[src/rtl/i2cw_pkg.sv]
// Shared types for the write-only I2C target.
// Assumes an 8-bit byte on the bus.
package i2cw_pkg;
    localparam int BYTE_W = 8;

    typedef enum logic [1:0] {ST_IDLE, ST_RECV, ST_ACK, ST_SKIP} eng_st_t;
    typedef enum logic [1:0] {K_ADDR, K_PTR, K_DATA} byte_kind_t;

    // Bus events derived from the synchronized lines
    typedef struct packed {
        logic start;
        logic stop;
        logic rise;
        logic fall;
        logic scl;
        logic sda;
    } bus_ev_t;
endpackage

[src/rtl/i2cw_sync.sv]
// Multi-stage synchronizer for a bundle of asynchronous single-bit lines.
// Assumes each line idles high (I2C pull-up), so it resets to 1.
module i2cw_sync #(
    parameter int LINES  = 2,
    parameter int STAGES = 2
) (
    input  logic             clk,
    input  logic             rst_n,
    input  logic [LINES-1:0] d,
    output logic [LINES-1:0] q
);
    generate
        for (genvar i = 0; i < LINES; i++) begin : g_line
            logic [STAGES-1:0] pipe;
            // Shift the raw line through the synchronizer stages
            always_ff @(posedge clk) begin
                if (!rst_n) pipe <= '1;
                else        pipe <= {pipe[STAGES-2:0], d[i]};
            end
            assign q[i] = pipe[STAGES-1];
        end
    endgenerate
endmodule

[src/rtl/i2cw_events.sv]
// Finds SCL edges and START/STOP conditions on synchronized bus samples.
// Assumes both inputs are already synchronous to clk.
module i2cw_events
    import i2cw_pkg::*;
(
    input  logic    clk,
    input  logic    rst_n,
    input  logic    scl_s,
    input  logic    sda_s,
    output bus_ev_t ev
);
    logic scl_q, sda_q;

    // Keep the previous sample of each line for edge detection
    always_ff @(posedge clk) begin
        if (!rst_n) begin
            scl_q <= 1'b1;
            sda_q <= 1'b1;
        end else begin
            scl_q <= scl_s;
            sda_q <= sda_s;
        end
    end

    // Decode edges and bus conditions
    always_comb begin
        ev.rise  = scl_s & ~scl_q;
        ev.fall  = ~scl_s & scl_q;
        ev.start = scl_s & scl_q & sda_q & ~sda_s;
        ev.stop  = scl_s & scl_q & ~sda_q & sda_s;
        ev.scl   = scl_s;
        ev.sda   = sda_s;
    end
endmodule

[src/rtl/i2cw_engine.sv]
// Byte engine: shifts bits in and decides each acknowledge. It loads the
// register pointer and issues one write strobe per data byte.
// Assumes that events arrive one per cycle at most and that clk runs >= 16x SCL.
module i2cw_engine
    import i2cw_pkg::*;
#(
    parameter int ADDR_W  = 7,
    parameter int STRAP_W = 2,
    parameter logic [ADDR_W-STRAP_W-1:0] ADDR_HI = 5'b11000
) (
    input  logic               clk,
    input  logic               rst_n,
    input  bus_ev_t            ev,
    input  logic [STRAP_W-1:0] strap,
    output logic               sda_oe,
    output logic               reg_we,
    output logic [BYTE_W-1:0]  reg_addr,
    output logic [BYTE_W-1:0]  reg_wdata
);
    localparam int CNT_W = $clog2(BYTE_W + 1);
    localparam logic [CNT_W-1:0] LAST = CNT_W'(BYTE_W);

    eng_st_t           st;
    byte_kind_t        kind;
    logic [CNT_W-1:0]  cnt;
    logic [BYTE_W-1:0] shreg;
    logic [BYTE_W-1:0] ptr;
    logic              addr_ok;

    // The address matches and the direction bit requests a write
    assign addr_ok = (shreg[BYTE_W-1 -: ADDR_W] == {ADDR_HI, strap}) && !shreg[0];

    // Main sequencer: bit capture, acknowledge and register write
    always_ff @(posedge clk) begin
        if (!rst_n) begin
            st        <= ST_IDLE;
            kind      <= K_ADDR;
            cnt       <= '0;
            shreg     <= '0;
            ptr       <= '0;
            sda_oe    <= 1'b0;
            reg_we    <= 1'b0;
            reg_addr  <= '0;
            reg_wdata <= '0;
        end else begin
            reg_we <= 1'b0;
            if (ev.stop) begin
                st     <= ST_IDLE;
                sda_oe <= 1'b0;
            end else if (ev.start) begin
                st     <= ST_RECV;
                kind   <= K_ADDR;
                cnt    <= '0;
                sda_oe <= 1'b0;
            end else begin
                case (st)
                    ST_RECV: begin
                        if (ev.rise && cnt != LAST) begin
                            shreg <= {shreg[BYTE_W-2:0], ev.sda};
                            cnt   <= cnt + 1'b1;
                        end else if (ev.fall && cnt == LAST) begin
                            if (kind != K_ADDR || addr_ok) begin
                                sda_oe <= 1'b1;
                                st     <= ST_ACK;
                            end else begin
                                st <= ST_SKIP;
                            end
                        end
                    end
                    ST_ACK: begin
                        if (ev.fall) begin
                            sda_oe <= 1'b0;
                            cnt    <= '0;
                            st     <= ST_RECV;
                            case (kind)
                                K_ADDR: kind <= K_PTR;
                                K_PTR: begin
                                    ptr  <= shreg;
                                    kind <= K_DATA;
                                end
                                default: begin
                                    reg_we    <= 1'b1;
                                    reg_addr  <= ptr;
                                    reg_wdata <= shreg;
                                    ptr       <= ptr + 1'b1;
                                end
                            endcase
                        end
                    end
                    default: ;
                endcase
            end
        end
    end

    // A write strobe lasts one cycle only
    assert_we_pulse_R7: assert property (@(posedge clk) disable iff (!rst_n)
        reg_we |=> !reg_we);

    // The pointer has advanced past the address just written, wrapping at the top
    assert_ptr_step_R8: assert property (@(posedge clk) disable iff (!rst_n)
        reg_we |-> (ptr == BYTE_W'(reg_addr + 1'b1)));

    // A STOP always leaves SDA released
    assert_stop_release_R3: assert property (@(posedge clk) disable iff (!rst_n)
        ev.stop |=> !sda_oe);

    // The acknowledge starts while SCL is low, never inside a high phase
    assert_ack_scl_low_R5: assert property (@(posedge clk) disable iff (!rst_n)
        $rose(sda_oe) |-> !ev.scl);
endmodule

[src/rtl/i2c_wr_target.sv]
// Top of the write-only I2C target: synchronizers, event decoder and byte engine.
// Assumes SDA is driven open-drain outside the block, with sda_oe=1 pulling it low.
module i2c_wr_target
    import i2cw_pkg::*;
(
    input  logic       clk,
    input  logic       rst_n,
    input  logic       scl_i,
    input  logic       sda_i,
    input  logic [1:0] strap,
    output logic       sda_oe,
    output logic       reg_we,
    output logic [7:0] reg_addr,
    output logic [7:0] reg_wdata
);
    logic [1:0] lines_s;
    bus_ev_t    ev;

    i2cw_sync #(.LINES(2), .STAGES(2)) u_sync (
        .clk   (clk),
        .rst_n (rst_n),
        .d     ({scl_i, sda_i}),
        .q     (lines_s)
    );

    i2cw_events u_events (
        .clk   (clk),
        .rst_n (rst_n),
        .scl_s (lines_s[1]),
        .sda_s (lines_s[0]),
        .ev    (ev)
    );

    i2cw_engine #(.ADDR_W(7), .STRAP_W(2), .ADDR_HI(5'b11000)) u_engine (
        .clk       (clk),
        .rst_n     (rst_n),
        .ev        (ev),
        .strap     (strap),
        .sda_oe    (sda_oe),
        .reg_we    (reg_we),
        .reg_addr  (reg_addr),
        .reg_wdata (reg_wdata)
    );
endmodule

[config.mk]
export PLATFORM = sky130hd
export DESIGN_NAME = i2c_wr_target
export DESIGN_NICKNAME = d
export VERILOG_FILES = /design/src/rtl/i2cw_pkg.sv /design/src/rtl/i2cw_sync.sv /design/src/rtl/i2cw_events.sv /design/src/rtl/i2cw_engine.sv /design/src/rtl/i2c_wr_target.sv
export SDC_FILE = /design/constraint.sdc
export NUM_CORES = 1
export LEC_CHECK = 0
export ABC_AREA = 1
export BUFFER_PORTS_ARGS = -buffer_cell sky130_fd_sc_hd__buf_2
export CAP_MARGIN = 20
export CORE_MARGIN = 8
export CORE_UTILIZATION = 57
export DETAILED_ROUTE_END_ITERATION = 8
export PLACE_DENSITY = 0.77
export SYNTH_ARGS = -nofsm -noshare
export SYNTH_HDL_FRONTEND = slang
export SYNTH_SLANG_ARGS = --single-unit
[constraint.sdc]
create_clock -name clk -period 2 [get_ports clk]
set_clock_uncertainty 0.2 [all_clocks]
set_input_delay 0.4 -clock clk [delete_from_list [all_inputs] [get_ports clk]]
set_output_delay 0.4 -clock clk [all_outputs]
set_load 0.01 [all_outputs]
* After elaboration in Yosys (flattened, before gate mapping) *
Index checks and enable logic that the tools add are counted.

word-level totals
  register bits = 48
  input port bits = 6
  output and inout port bits = 18
  word-level logic and storage cells = 93

cells by class
  add/sub/neg operators = 2
  equality and inequality tests = 14
  muxes and demuxes = 21
  bitwise gates (word level) = 18
  reduce and logical (&&, ||, !) cells = 24

operators by type and width
  kind                                           number
  AND reduction 4 bit                            5
  case mux 8 bit (2 select lines)                1
  AND reduction 5 bit                            3
  two-way mux 2 bit                              6
  two-way mux 4 bit                              3
  NOT 1 bit                                      11
  != test 3 x 2 -> 1 bit, second input constant  3
  adder 8 x 1 -> 8 bit, second input constant    1
  case mux 2 bit (2 select lines)                2
  case mux 4 bit (2 select lines)                1
  nonzero test 2 bit                             4
  bitwise AND 1 bit                              7
  == test 7 bit                                  1
  two-way mux 1 bit                              7
  != test 2 x 1 -> 1 bit, second input constant  3
  nonzero test 3 bit                             2
  OR reduction 5 bit                             1
  adder 4 x 1 -> 4 bit, second input constant    1
  == test 2 x 1 -> 1 bit, second input constant  2
  == test 4 bit, second input constant           1
  != test 4 bit, second input constant           1
  OR reduction 2 bit                             2
  logical AND 1 bit                              3
  != test 3 bit, second input constant           1
  other kinds (7)                                7

* Longest topological paths before layout *
  word-level depth = 8
  mapped depth = 10
  gate-level depth less buffers = 10

* Modules after synthesis *
Synthesis repeated with hierarchy kept, for this count alone.

unflattened totals
  cell total of the unflattened synthesis = 320
  area, all modules = 2239.6 µm²

modules (own cells, without submodules)
  module       instances  cells each  area an instance (µm²)
  i2cw_engine  1          289         2010.7
  i2cw_sync    1          14          125.1
  i2cw_events  1          17          103.8

* Least setup slack after synthesis *
No wires, ideal clock.

  kind = flip-flop to flip-flop
  start = register u_engine.cnt[0]
  end = register u_engine.shreg[7]
  library setup time = 119 ps
  arrival time = 1231 ps
  data required time = 1681 ps
  path slack = 450 ps
  stages on the path, launching flop included = 10
  period minus slack after synthesis = 1550 ps
  path through = dfxtp_1 > inv_1 > ha_1 > nand3_1 > nand2_1 > inv_2 > nand2_1 > buf_2 > o21ai_0 > a21oi_1

on the way
  cells in the longest elaborated chain, start to end = 3

RTL lines
  element                               line               text
  from (decl)                           i2cw_engine.sv:25  logic [CNT_W-1:0] cnt;
  from (signal assigned)                i2cw_engine.sv:60  cnt <= cnt + 1'b1;
  != test 4 bit                         i2cw_engine.sv:58  if (ev.rise && cnt != LAST) begin
  logical AND 1 bit                     i2cw_engine.sv:58
  AND reduction 4 bit (no source line)  n/a
  to (signal assigned)                  i2cw_engine.sv:59  shreg <= {shreg[BYTE_W-2:0], ev.sda};
  to (decl)                             i2cw_engine.sv:26  logic [BYTE_W-1:0] shreg;

No other way between the ends.
A chain may end at the register's enable or synchronous reset.

* Worst setup path in the final report *
  start = register u_engine.st[0]
  end = register u_engine.kind[0]

on the way
  cells in the longest elaborated chain, start to end = 3

RTL lines
  element                               line               text
  from (decl)                           i2cw_engine.sv:23  eng_st_t st;
  from (signal assigned)                i2cw_engine.sv:36  st <= ST_IDLE;
  from (signal assigned)                i2cw_engine.sv:48  st <= ST_IDLE;
  from (signal assigned)                i2cw_engine.sv:51  st <= ST_RECV;
  == test 2 bit                         i2cw_engine.sv:56  case (st)
  nonzero test 2 bit (no source line)   n/a
  AND reduction 4 bit (no source line)  n/a
  to (signal assigned)                  i2cw_engine.sv:52  kind <= K_ADDR;
  to (signal assigned)                  i2cw_engine.sv:76  K_ADDR: kind <= K_PTR;
  to (signal assigned)                  i2cw_engine.sv:79  kind <= K_DATA;
  to (decl)                             i2cw_engine.sv:24  byte_kind_t kind;

No other way between the ends.

==> flow_summary.toml <==
[job]
drv_cap = 0

[drt]
drt_wl_total_um = 4771
drc = 0
num_vias = 1987
drtAntennaViolNets = 0
via_per_inst = 5.202
drt_pass1_iterations = 4
drt_iter0_drc = 149
wire_per_inst_um = 12.49

[clock_network]
cts_buffers = 5
clk_pin_slew_ns = 0.08
cts_setup_buffers = 0
clock-root-buffer = "clkbuf_8"
cts_tree = "built"
ctsHtreeMaxLevel = 2
clk_latency_ns = 0.30
cts_max_path_buffers = 2
cts_sinks = 48

[logic_synthesis]
syn_inst = 309
syn-num-nets = 320
syn_area_um2 = 2210
ys_types = 25
yosys_register_bits = 48
yosysWarnings = 0
seq_area_frac_synth = 0.4349
avgSynthCellArea_um2 = 7.151

[timing]
drv_slew = 0
fmax_mhz = 569.1
fin_crit_ns = 1.757
layout_setup_ws_ns = 0.2429
period_share = 0.8786
setup_viol = 0
grt_setup_unrepaired = "false"
worst_pin_slew_ns = 0.3494
slew_headroom = 0.7662
hold_violations = 0
setup_tns_ns = 0

[critical_path]
cp.buffers_inverters = 4
crit_chain = "inv_1, ha_1, inv_2, nor2_8, buf_4, inv_1, nor2_1, o21ai_0, a21oi_1"
r2r_start = "u_engine.st[0]"
reg2regPathDepth = 9
worst_ep_arrival_time_ns = 1.79
r2r_end = "u_engine.kind[0]"
cp-end-kind = "register"
cp-start-kind = "register"
path_class = "reg -> reg"
max_stage_delay_ns = 0.33
cp_common_cell = "inv_1"
required_ns = 2.04
crit_fanout = 12
r2r_slack_ns = 0.24
slowest_stage = "dfxtp_1"
cp_top_family = "buffers and inverters"

[global_route]
grt_pass1_vias = 1834
grt_remaining_overflow = 0
busiest_layer = "met2"
antenna_found_initial = 0
grt_use_total = 0.1656
global_route.usage.met1 = 0.2260
globalRouteMet3Util = 0.05011
gr-usage-met2 = 0.2336
grt_max_degree = 31
grt_pass1_wl_um = 8349

[pwr]
cell_internal_pwr_mw = 1.423
p_seq_frac = 0.514
p_total_mw = 2.031
swShare = 0.2994
power_density_nw_per_um2 = 820.3
pwr-share-clk = 0.292
p_comb_frac = 0.194
switching_power_mw = 0.6081
p_leak_nw = 1.088
irDropWorstVdd_mv = 0.6061

[placement]
place.gp.congestion = 0.8893
placed_cells = 374
post-place-ws_ns = 0.2128
dpl.hpwl_um = 3446
io_buffer_count = 23

[die]
initial_core_util = 0.5991
die_h_um = 78.26
ioPinCount = 24
num_rows = 22
die_area_um2 = 6125
core_um2 = 3689
die_w_um = 78.26

[final_layout]
nets = 344
antennaDiodeCount = 0
mostFrequentLayoutCells = "70 x nand2_1, 48 x dfxtp_1, 36 x a21oi_1"
multiInputGateArea_um2 = 1065
drive_gt1_frac = 0.1647
layout_commonest_cell = "nand2_1"
nFillCells = 335
post-route-util = 0.6713
fin_cells = 382
area_growth_pct = 12.06
seqCellArea_um2 = 960.9

[hold_path]
hold_end = "u_sync.g_line[0].pipe[0]"
worstHoldStart = "sda_i"
hp-class = "in -> reg"
min_path_cells = 2

[outcome]
status = "complete, no violations"
worst max-delay path by stage:
stage                     cells past startpoint                end            start
after floorplan                               9  u_engine.shreg[7]  u_engine.cnt[0]
after global placement                        8    u_engine.ptr[0]   u_engine.st[0]
after detailed placement                      8    u_engine.ptr[0]   u_engine.st[0]
after CTS                                     8    u_engine.ptr[0]   u_engine.st[0]
after global routing                          8    u_engine.cnt[0]  u_engine.cnt[0]
final                                         9   u_engine.kind[0]   u_engine.st[0]
timing repair:
action,4_1_cts,5_1_grt
hold buffers,0,0
setup endpoints to repair,0,4
resized for setup,0,3
worst reg2reg max path, stage by stage (launching register included):
cell and delay [ns]:
dfxtp_1 0.33, inv_1 0.06, ha_1 0.22, inv_2 0.10, nor2_8 0.18, buf_4 0.21, inv_1 0.07, nor2_1 0.11
o21ai_0 0.09, a21oi_1 0.12
power groups by stage:
| stage | Combinational, mW | Sequential [mW] | Clock, mW |
|---|---|---|---|
| floorplan | 0.299 | 1.06 | 0 |
| global placement | 0.376 | 1.06 | 0 |
| detailed placement | 0.390 | 1.06 | 0 |
| CTS | 0.390 | 1.04 | 0.601 |
| global route | 0.460 | 1.05 | 0.642 |
| finish | 0.394 | 1.04 | 0.594 |
synth_stat cells:
master	count	area share
clkbuf_1	4	0.0068
dfxtp_1	48	0.43
nor2_1	23	0.039
o21bai_1	1	0.0034
nand2_2	3	0.0085
buf_2	5	0.011
o21ai_0	17	0.039
nand4_1	4	0.011
a21oi_2	5	0.020
a31oi_1	1	0.0028
nand3_1	33	0.075
or2_2	5	0.014
a21oi_1	36	0.082
nand3_2	1	0.0045
inv_1	33	0.056
nand2_1	71	0.12
xor2_1	1	0.0040
ha_1	5	0.028
nor2_8	1	0.0091
a211oi_1	1	0.0034
o22ai_1	1	0.0028
buf_6	1	0.0051
o21ai_2	1	0.0040
o21ai_1	3	0.0068
inv_2	5	0.0085
layout make-up:
cell class	instances	share of cell area
Timing Repair Buffer	27	0.06367
Clock buffer	8	0.03638
Multi-Input combinational cell	213	0.4300
Sequential cell	48	0.3881
Inverter	38	0.05761
Tap cell	48	0.02425
per-layer routing:
metal,wire (um),up-vias
met1,2303,866
li1,-,1044
met5,0,-
met2,2012,68
met3,389,9
met4,65,0
registers in the layout, summed over array words and instances (netlist names):
signal and flops:
u_engine.reg_addr 8, u_engine.kind 2, u_engine.shreg 8, u_engine.cnt 4, u_sync.g_line.pipe 4, u_engine.st 2
u_engine.sda_oe 1, u_events.scl_q 1, u_engine.reg_we 1, u_engine.reg_wdata 8, u_engine.ptr 8, u_events.sda_q 1
metrics by stage:
stage | hold WS (ns) | cell area [um^2]
after global routing | 0.06515 | 2476
after floorplan | 0.1925 | 2210
after detailed placement | 0.2156 | 2376
after CTS | 0.07651 | 2466
final | 0.08101 | 2476
after global placement | 0.1941 | 2376
logic make-up after synthesis:
family                     synth area share
and+or+nand+nor                      0.2820
adders and majority gates           0.02831
DFF                                  0.4349
xor gates and xnor gates           0.003964
buffers and inverters               0.08777
AOI/OAI and AO/OA                    0.1631
(Power assumes the default switching activity.)
